===== src/rtl/regdump_pkg.sv =====
package regdump_pkg;

  localparam int BYTE_W     = 8;
  localparam int WORD_W     = 16;
  localparam int WORD_BYTES = WORD_W / BYTE_W;
  localparam int NUM_WORDS  = 4;
  localparam int HDR_LEN    = 2;
  localparam int TAIL_LEN   = 3;
  localparam int FRAME_LEN  = HDR_LEN + NUM_WORDS * WORD_BYTES + TAIL_LEN;
  localparam int IDX_W      = $clog2(FRAME_LEN);
  localparam int TAIL_BASE  = HDR_LEN + NUM_WORDS * WORD_BYTES;

  localparam logic [BYTE_W-1:0] HDR_SYNC = 8'hD0;
  localparam logic [BYTE_W-1:0] HDR_VER  = 8'h01;

  typedef struct packed {
    logic [WORD_W-1:0] pc;
    logic [WORD_W-1:0] a;
    logic [WORD_W-1:0] b;
    logic [WORD_W-1:0] sp;
    logic [BYTE_W-1:0] ir;
    logic [BYTE_W-1:0] phase;
    logic              carry;
    logic              zero;
  } snap_t;

  // Flags byte: zero padding above, carry in bit 1, zero in bit 0.
  function automatic logic [BYTE_W-1:0] pack_flags(input logic c, input logic z);
    return {{(BYTE_W-2){1'b0}}, c, z};
  endfunction

  // Byte k of a word, k = 0 being the most significant byte.
  function automatic logic [BYTE_W-1:0] word_byte(input logic [WORD_W-1:0] w,
                                                  input int unsigned k);
    return w[WORD_W-1-k*BYTE_W -: BYTE_W];
  endfunction

endpackage


===== src/rtl/regdump_snapshot.sv =====
module regdump_snapshot
  import regdump_pkg::*;
(
  input  logic  clk,
  input  logic  rst_n,
  input  logic  capture,
  input  snap_t live,
  output snap_t held
);
  always_ff @(posedge clk) begin
    if (!rst_n) begin
      held <= '0;
    end else if (capture) begin
      held <= live;
    end
  end
endmodule


===== src/rtl/regdump_sequencer.sv =====
module regdump_sequencer
  import regdump_pkg::*;
(
  input  logic             clk,
  input  logic             rst_n,
  input  logic             start,
  input  logic             ready,
  output logic             busy,
  output logic [IDX_W-1:0] idx,
  output logic             capture,
  output logic             accept,
  output logic             last
);
  localparam logic [IDX_W-1:0] LAST_IDX = IDX_W'(FRAME_LEN - 1);

  logic             busy_q;
  logic [IDX_W-1:0] idx_q;

  assign capture = start && !busy_q;
  assign accept  = busy_q && ready;
  assign last    = (idx_q == LAST_IDX);

  always_ff @(posedge clk) begin
    if (!rst_n) begin
      busy_q <= 1'b0;
      idx_q  <= '0;
    end else if (capture) begin
      busy_q <= 1'b1;
      idx_q  <= '0;
    end else if (accept) begin
      if (last) begin
        busy_q <= 1'b0;
        idx_q  <= '0;
      end else begin
        idx_q  <= idx_q + 1'b1;
      end
    end
  end

  assign busy = busy_q;
  assign idx  = idx_q;
endmodule


===== src/rtl/regdump_byte_mux.sv =====
module regdump_byte_mux
  import regdump_pkg::*;
(
  input  snap_t             snap,
  input  logic [IDX_W-1:0]  idx,
  output logic [BYTE_W-1:0] data
);
  logic [BYTE_W-1:0] frame [FRAME_LEN];
  logic [WORD_W-1:0] words [NUM_WORDS];

  assign words[0] = snap.pc;
  assign words[1] = snap.a;
  assign words[2] = snap.b;
  assign words[3] = snap.sp;

  assign frame[0] = HDR_SYNC;
  assign frame[1] = HDR_VER;

  for (genvar w = 0; w < NUM_WORDS; w++) begin : g_word
    for (genvar k = 0; k < WORD_BYTES; k++) begin : g_byte
      assign frame[HDR_LEN + w*WORD_BYTES + k] = word_byte(words[w], k);
    end
  end

  assign frame[TAIL_BASE]     = snap.ir;
  assign frame[TAIL_BASE + 1] = snap.phase;
  assign frame[TAIL_BASE + 2] = pack_flags(snap.carry, snap.zero);

  always_comb begin
    data = '0;
    for (int i = 0; i < FRAME_LEN; i++) begin
      if (idx == IDX_W'(i)) data = frame[i];
    end
  end
endmodule


===== src/rtl/regdump_serializer.sv =====
module regdump_serializer
  import regdump_pkg::*;
(
  input  logic        clk,
  input  logic        rst_n,
  input  logic        start_i,
  input  logic [15:0] pc_i,
  input  logic [15:0] a_i,
  input  logic [15:0] b_i,
  input  logic [15:0] sp_i,
  input  logic [7:0]  ir_i,
  input  logic [7:0]  phase_i,
  input  logic        carry_i,
  input  logic        zero_i,
  input  logic        tx_ready_i,
  output logic        tx_valid_o,
  output logic [7:0]  tx_data_o,
  output logic        busy_o
);
  snap_t            live_w;
  snap_t            snap_q;
  logic             capture_w;
  logic             accept_w;
  logic             last_w;
  logic             busy_w;
  logic [IDX_W-1:0] idx_w;

  assign live_w = '{pc: pc_i, a: a_i, b: b_i, sp: sp_i, ir: ir_i,
                    phase: phase_i, carry: carry_i, zero: zero_i};

  regdump_sequencer u_seq (
    .clk     (clk),
    .rst_n   (rst_n),
    .start   (start_i),
    .ready   (tx_ready_i),
    .busy    (busy_w),
    .idx     (idx_w),
    .capture (capture_w),
    .accept  (accept_w),
    .last    (last_w)
  );

  regdump_snapshot u_snap (
    .clk     (clk),
    .rst_n   (rst_n),
    .capture (capture_w),
    .live    (live_w),
    .held    (snap_q)
  );

  regdump_byte_mux u_mux (
    .snap (snap_q),
    .idx  (idx_w),
    .data (tx_data_o)
  );

  assign tx_valid_o = busy_w;
  assign busy_o     = busy_w;
endmodule


===== config.mk =====
export PLATFORM = sky130hd
export DESIGN_NAME = regdump_serializer
export DESIGN_NICKNAME = d
export VERILOG_FILES = /design/src/rtl/regdump_pkg.sv /design/src/rtl/regdump_snapshot.sv /design/src/rtl/regdump_sequencer.sv /design/src/rtl/regdump_byte_mux.sv /design/src/rtl/regdump_serializer.sv
export SDC_FILE = /design/constraint.sdc
export NUM_CORES = 1
export LEC_CHECK = 0
export BUFFER_PORTS_ARGS = -buffer_cell sky130_fd_sc_hd__clkbuf_2
export CAP_MARGIN = 5
export CORE_AREA = 2 2 93 104
export CTS_BUF_LIST = sky130_fd_sc_hd__clkbuf_4 sky130_fd_sc_hd__clkbuf_8
export CTS_CLUSTER_DIAMETER = 100
export DETAILED_ROUTE_END_ITERATION = 6
export DIE_AREA = 0 0 95 106
export PLACE_DENSITY_LB_ADDON = 0.25
export SETUP_SLACK_MARGIN = 0.05
export SYNTH_ARGS = -nofsm -noshare
export SYNTH_HDL_FRONTEND = slang
export SYNTH_SLANG_ARGS = --single-unit

===== constraint.sdc =====
create_clock -name clk -period 4.5 [get_ports clk]
set_clock_uncertainty 0.2 [all_clocks]
set_input_delay 0.9 -clock clk [delete_from_list [all_inputs] [get_ports clk]]
set_output_delay 0.9 -clock clk [all_outputs]
set_load 0.1 [all_outputs]

==> reports/metrics.cfg, run 1 <==
[min_path]
hp-class=reg -> reg
min_delay_path_depth=2

[worst_setup_path]
crit_path_start_kind=flip-flop
crit_fanout=21
critical_path_class=reg -> out
slowest_delay_ns=0.71
crit_chain=inv_1 -> ha_1 -> nor2_1 -> o32ai_1 -> a2111oi_0 -> o32ai_2 -> clkbuf_2
cp.arrival_ns=3.18
cp-end-kind=output port
critPathSlowestCell=a2111oi_0
ff2ff_path_depth=6
cp_data_required_time_ns=3.40

[sta]
worst_slack_ns=0.220
fin_crit_sh_pct=95.1
worstMarginPinSlew_ns=0.966
relSlewSlack_pct=35.6
slew_violations=0
finalHoldViolCount=0
rsz0062_at_grt=no
setup_violations=0
fin_crit_ns=4.28
tns_ns=0
fmax_mhz=234
whs_ns=0.266

[clocking]
postCtsSetupRepairBufs=0
clockRootBuffer=clkbuf_8
cts.clk_slew.worst_paths_ns=0.09
cts_tree=yes
cts.path.max_buffers=2
clock_latency_ns=0.36
clock-sinks=87
h-tree-depth=3
cts_buffers=9

[finish]
fill_cells=844
drive_above_1_share_pct=22.0
final_cell_area_um2=5180
area_growth_pct=17.4
fin_nets=729
diodes=0
utilization_pct=56.8
fin_cells=761

[synthesis]
yosys_warnings=0
synth_cells=570
synth_edf_count=0
synth_ff_type=dfxtp_1
netlist_area_um2=4410
async_reset_ff_share_pct=0
syn-num-nets=660
ys_seq_area_share_pct=39.5
ys_ff_latch=87
synth.distinct_cells=55
avgSynthCellArea_um2=7.73

[global_routing]
grt-ovfl-total=0
grt_max_degree=54
grt_use_total_pct=24.2
antenna_found_initial=0
grt_pass1_wl_mm=19.1
grt_pass1_vias=4091

[detailed_routing]
drt_iter0_drc=306
ant_nets=0
drt-total-wl_mm=11.6
drtPass1Iterations=5
vias=4186
drcViolationCount=0
viasPerCell=5.50
wire_per_inst_um=15.2

[power_and_ir_drop]
leakage_nw=2.03
vdd.ir_drop.worst_mv=0.177
p_per_area_nw_per_um2=324
totalPowerFinal_mw=1.68

[floorplan]
rows=37
die_y_um=106
die_area_um2=10100
floorplan.core_area_um2=9120
die_x_um=95
start_util_pct=48.3
io_pins=96

[outcome]
status=completed

[place]
globalplace.congestion=0.976
dp.cells=745
dp_hpwl_mm=8.60
pre_cts_ws_ns=0.662
dpl_cell_area_um2=4940
portBuffers=95

[run]
drv_cap=0

sequential cells by signal, indices dropped and copies added (netlist names):
register	count
u_snap.held	82
u_seq.idx	4
u_seq.busy	1
synthesized netlist by cell type (all sizes together) (4+ instances only):
| master | number | share of area, % |
|---|---|---|
| a21oi | 20 | 2.3 |
| nor2 | 17 | 1.5 |
| nor3b | 6 | 1.0 |
| nor2b | 16 | 2.3 |
| dfxtp | 87 | 40 |
| nand2b | 4 | 0.62 |
| inv | 12 | 1.0 |
| a2111oi | 6 | 1.9 |
| and3 | 5 | 0.71 |
| nand2 | 185 | 16 |
| o21ai | 12 | 1.4 |
| a211oi | 8 | 1.5 |
| buf | 22 | 2.8 |
| a21boi | 82 | 14 |
| or2b | 4 | 0.68 |
| ha | 4 | 1.1 |
| nand3b | 6 | 1.0 |
| a221oi | 6 | 1.2 |
| clkbuf | 27 | 2.3 |
| o32ai | 7 | 1.4 |
power breakdown:
part           switching (mW)  leakage, nW  total [mW]  internal [mW]
Clock                   0.278        0.112       0.620          0.342
Combinational           0.127         1.21       0.213         0.0860
Sequential             0.0315        0.714       0.844          0.812
Total                   0.437         2.03        1.68           1.24
per-layer routing:
layer | GRT usage [%] | share of wire (%) | vias to the layer above | wire length (um)
li1 | - | - | 2073 | -
met1 | 30.1 | 43 | 1955 | 4920
met2 | 40.8 | 49 | 134 | 5620
met3 | 4.25 | 5.3 | 24 | 610
met4 | 10.5 | 3.5 | 0 | 405
met5 | 0 | 0 | - | 0
critical path, delay by kind of cell (launching register included):
kind | cells | cell delay (ns)
adder cells (fa/ha/maj) | 1 | 0.54
AND/OR/NAND/NOR | 1 | 0.30
AO/OA/AOI/OAI | 3 | 1.04
flip-flops | 1 | 0.43
buffers and inverters | 2 | 0.50
logic make-up after synthesis:
kind of cell	synth area share [%]
compound gates	27.5
fa+ha+maj	1.14
buf+inv	6.19
flops	39.5
mux	0.227
simple gates	25.5
path summary, 6_finish.rpt:
kind                                startpoint                      endpoint  slack [ns]
setup / recovery     u_seq.idx[0]$_SDFFE_PP0P_                  tx_data_o[5]        0.22
hold reg to reg   u_snap.held[12]$_SDFFE_PN0P_  u_snap.held[12]$_SDFFE_PN0P_        0.27
hold / removal    u_snap.held[12]$_SDFFE_PN0P_  u_snap.held[12]$_SDFFE_PN0P_        0.27
setup reg to reg     u_seq.idx[0]$_SDFFE_PP0P_     u_seq.idx[2]$_SDFFE_PP0P_        2.22
cells in the final DEF (no fill, tap or decap), types with 3 or more instances in the layout:
cell type / n
nand2_1: 185
clkbuf_2: 93
dfxtp_1: 87
a21boi_0: 82
a21oi_1: 20
nor2_1: 16
nor2b_1: 15
buf_4: 14
clkbuf_8: 11
inv_1: 10
a211oi_1: 7
o21ai_0: 7
nor3b_1: 6
nand3b_1: 6
a221oi_1: 6
o21ai_1: 5
and3_1: 5
or2b_1: 4
o32ai_2: 4
nand3_1: 3
o32ai_1: 3
nand4b_1: 3
a2111oi_0: 3
a31oi_1: 3
ha_1: 3
area by class of cell:
| type | instances | area [um2] | area share [%] |
|---|---|---|---|
| Multi-Input combinational cell | 422 | 2440 | 47.2 |
| Sequential cell | 87 | 1740 | 33.6 |
| Timing Repair Buffer | 107 | 571 | 11.0 |
| Clock buffer | 11 | 151 | 2.92 |
| Tap cell | 117 | 146 | 2.83 |
| Clock inverter | 5 | 80.1 | 1.55 |
| Inverter | 12 | 45.0 | 0.870 |
repair_timing:
item	4_1_cts	5_1_grt
gates resized for setup	0	1
hold buffers	0	0
endpoints found under the setup margin	0	1
hold endpoints to repair	0	0
Note: power is estimated with default switching activity, not from simulation.
==> run 2, diff against run 1 <==
Settings changed: CTS_BUF_LIST sky130_fd_sc_hd__clkbuf_4 sky130_fd_sc_hd__clkbuf_8 to sky130_fd_sc_hd__clkbuf_16.
==> run 2 against run 1 <==
Routed wire length rose by 0.66%; register-to-register slack got worse by 0.07 ns; clock power rose by 25%; first-iteration DRC count fell by 12%; flip-flop and latch count did not move; worst setup slack got worse by 0.015 ns; count of clock-buffer cells in the layout fell by 2; via count rose by 0.60%.
==> reports/metrics.cfg, run 2 (synthesized netlist as in run 1, its figures left out) <==
[worst_setup_path]
critPathTopFamily=compound AO/OA/AOI/OAI gates
critPathSlowestCell=ha_1
cp-end-kind=output port
crit_chain=ha_1 -> nand4b_1 -> a21oi_1 -> a2111oi_0 -> o32ai_2 -> clkbuf_2
crit_fanout=29
cp_data_required_time_ns=3.40
slowest_delay_ns=0.82
path_buf_inv=1
crit_cells=6
ff2ff_path_depth=6
cp.arrival_ns=3.20
crit_path_start_kind=flip-flop
critical_path_class=reg -> out

[clocking]
postCtsSetupRepairBufs=0
cts.path.max_buffers=2
clockRootBuffer=clkbuf_16
h-tree-depth=3
post_cts_resized=0
clock-sinks=87
clock_latency_ns=0.34
cts.clk_slew.worst_paths_ns=0.06
cts_buffers=9
cts_tree=yes
cts_hold_buffers=0

[sta]
whs_ns=0.258
setup_violations=0
fin_crit_sh_pct=95.4
relSlewSlack_pct=35.8
tns_ns=0
fmax_mhz=233
rsz0062_at_grt=no
worstMarginPinSlew_ns=0.963
fin_crit_ns=4.30
slew_violations=0
finalHoldViolCount=0

[outcome]
status=completed

[detailed_routing]
ant_nets=0
drcViolationCount=0
viasPerCell=5.53
drtPass1Iterations=5
drt-total-wl_mm=11.6
vias=4211
drt_iter0_drc=270
wire_per_inst_um=15.3

[finish]
diodes=0
drive_above_1_share_pct=21.6
layout_commonest_cell=nand2_1
largest-register=u_snap.held
largest_register_ffs=82
final_cell_mix=nand2_1 (185), clkbuf_2 (93), dfxtp_1 (87)
fill_cells=831
area_growth_pct=19.2
fin_nets=729
final_cell_area_um2=5260

[power_and_ir_drop]
p_per_area_nw_per_um2=350
vdd.ir_drop.worst_mv=0.180
leakage_nw=2.07

[run]
drv_cap=0

[floorplan]
die_area_um2=10100
die_x_um=95
io_pins=96
start_util_pct=48.3
die_y_um=106
rows=37
floorplan.core_area_um2=9120

[global_routing]
grt_use_total_pct=24.5
grt_pass1_vias=4076
grt_pass1_wl_mm=19.2
grt_max_degree=54
grt-ovfl-total=0
antenna_found_initial=0

[place]
portBuffers=95
dpl_cell_area_um2=4940
dp_hpwl_mm=8.60
globalplace.congestion=0.976

[min_path]
hp-class=reg -> reg
min_delay_path_depth=2

==> run 2: cell types whose count changed in the layout (fill, tap and decap cells not counted) <==
cell | previous run | this run
clkbuf_16 | 0 | 9
clkbuf_8 | 11 | 0
clkinv_1 | 0 | 2
ha_1 | 3 | 4
ha_2 | 1 | 0
==> run 2: layout make-up <==
cell class | count | area (um2) | area share, %
multi-input cells | 422 | 2440 | 46.4
flip-flops and latches | 87 | 1740 | 33.1
well taps | 117 | 146 | 2.79
clock buffers | 9 | 225 | 4.29
inverters | 12 | 45.0 | 0.857
clock inverters | 7 | 87.6 | 1.67
repair buffers | 107 | 571 | 10.9
==> run 2: per-stage QoR <==
stage | total power [mW] | util, % | worst slack [ns] | cells
5_1_grt | 1.91 | 57.6 | 0.0584 | 761
4_1_cts | 1.85 | 57.6 | 0.272 | 761
3_3_place_gp | 1.07 | 54.2 | 0.768 | 745
3_5_place_dp | 1.08 | 54.2 | 0.662 | 745
6_report | 1.84 | 57.6 | 0.205 | 761
2_1_floorplan | 0.997 | - | 0.540 | 570
==> run 2: worst min-delay path: cells and delay by family, from the launching register on <==
family | cells | cell delay [ns]
AOI/OAI and AO/OA | 1 | 0.06
DFF | 1 | 0.31
and+or+nand+nor | 1 | 0.04
==> run 2: routing by layer <==
layer  up-vias  routed length, um  GRT usage (%)
met2       128               5640           41.0
met1      1970               5040           30.3
met5         -                  0              0
li1       2083                  -              -
met4         0                492           11.3
met3        30                461           4.46
==> run 2: path summary, 6_finish.rpt <==
check | startpoint | slack [ns] | to
worst max-delay path | u_seq.idx[0]$_SDFFE_PP0P_ | 0.20 | tx_data_o[5]
worst min-delay path | u_snap.held[12]$_SDFFE_PN0P_ | 0.26 | u_snap.held[12]$_SDFFE_PN0P_
worst max register to register | u_seq.idx[0]$_SDFFE_PP0P_ | 2.15 | u_seq.idx[2]$_SDFFE_PP0P_
worst min register to register | u_snap.held[12]$_SDFFE_PN0P_ | 0.26 | u_snap.held[12]$_SDFFE_PN0P_
==> run 2: power by group <==
part	switching (mW)	internal, mW
combinational	0.128	0.0859
clock	0.297	0.481
sequential	0.0319	0.813
total	0.457	1.38
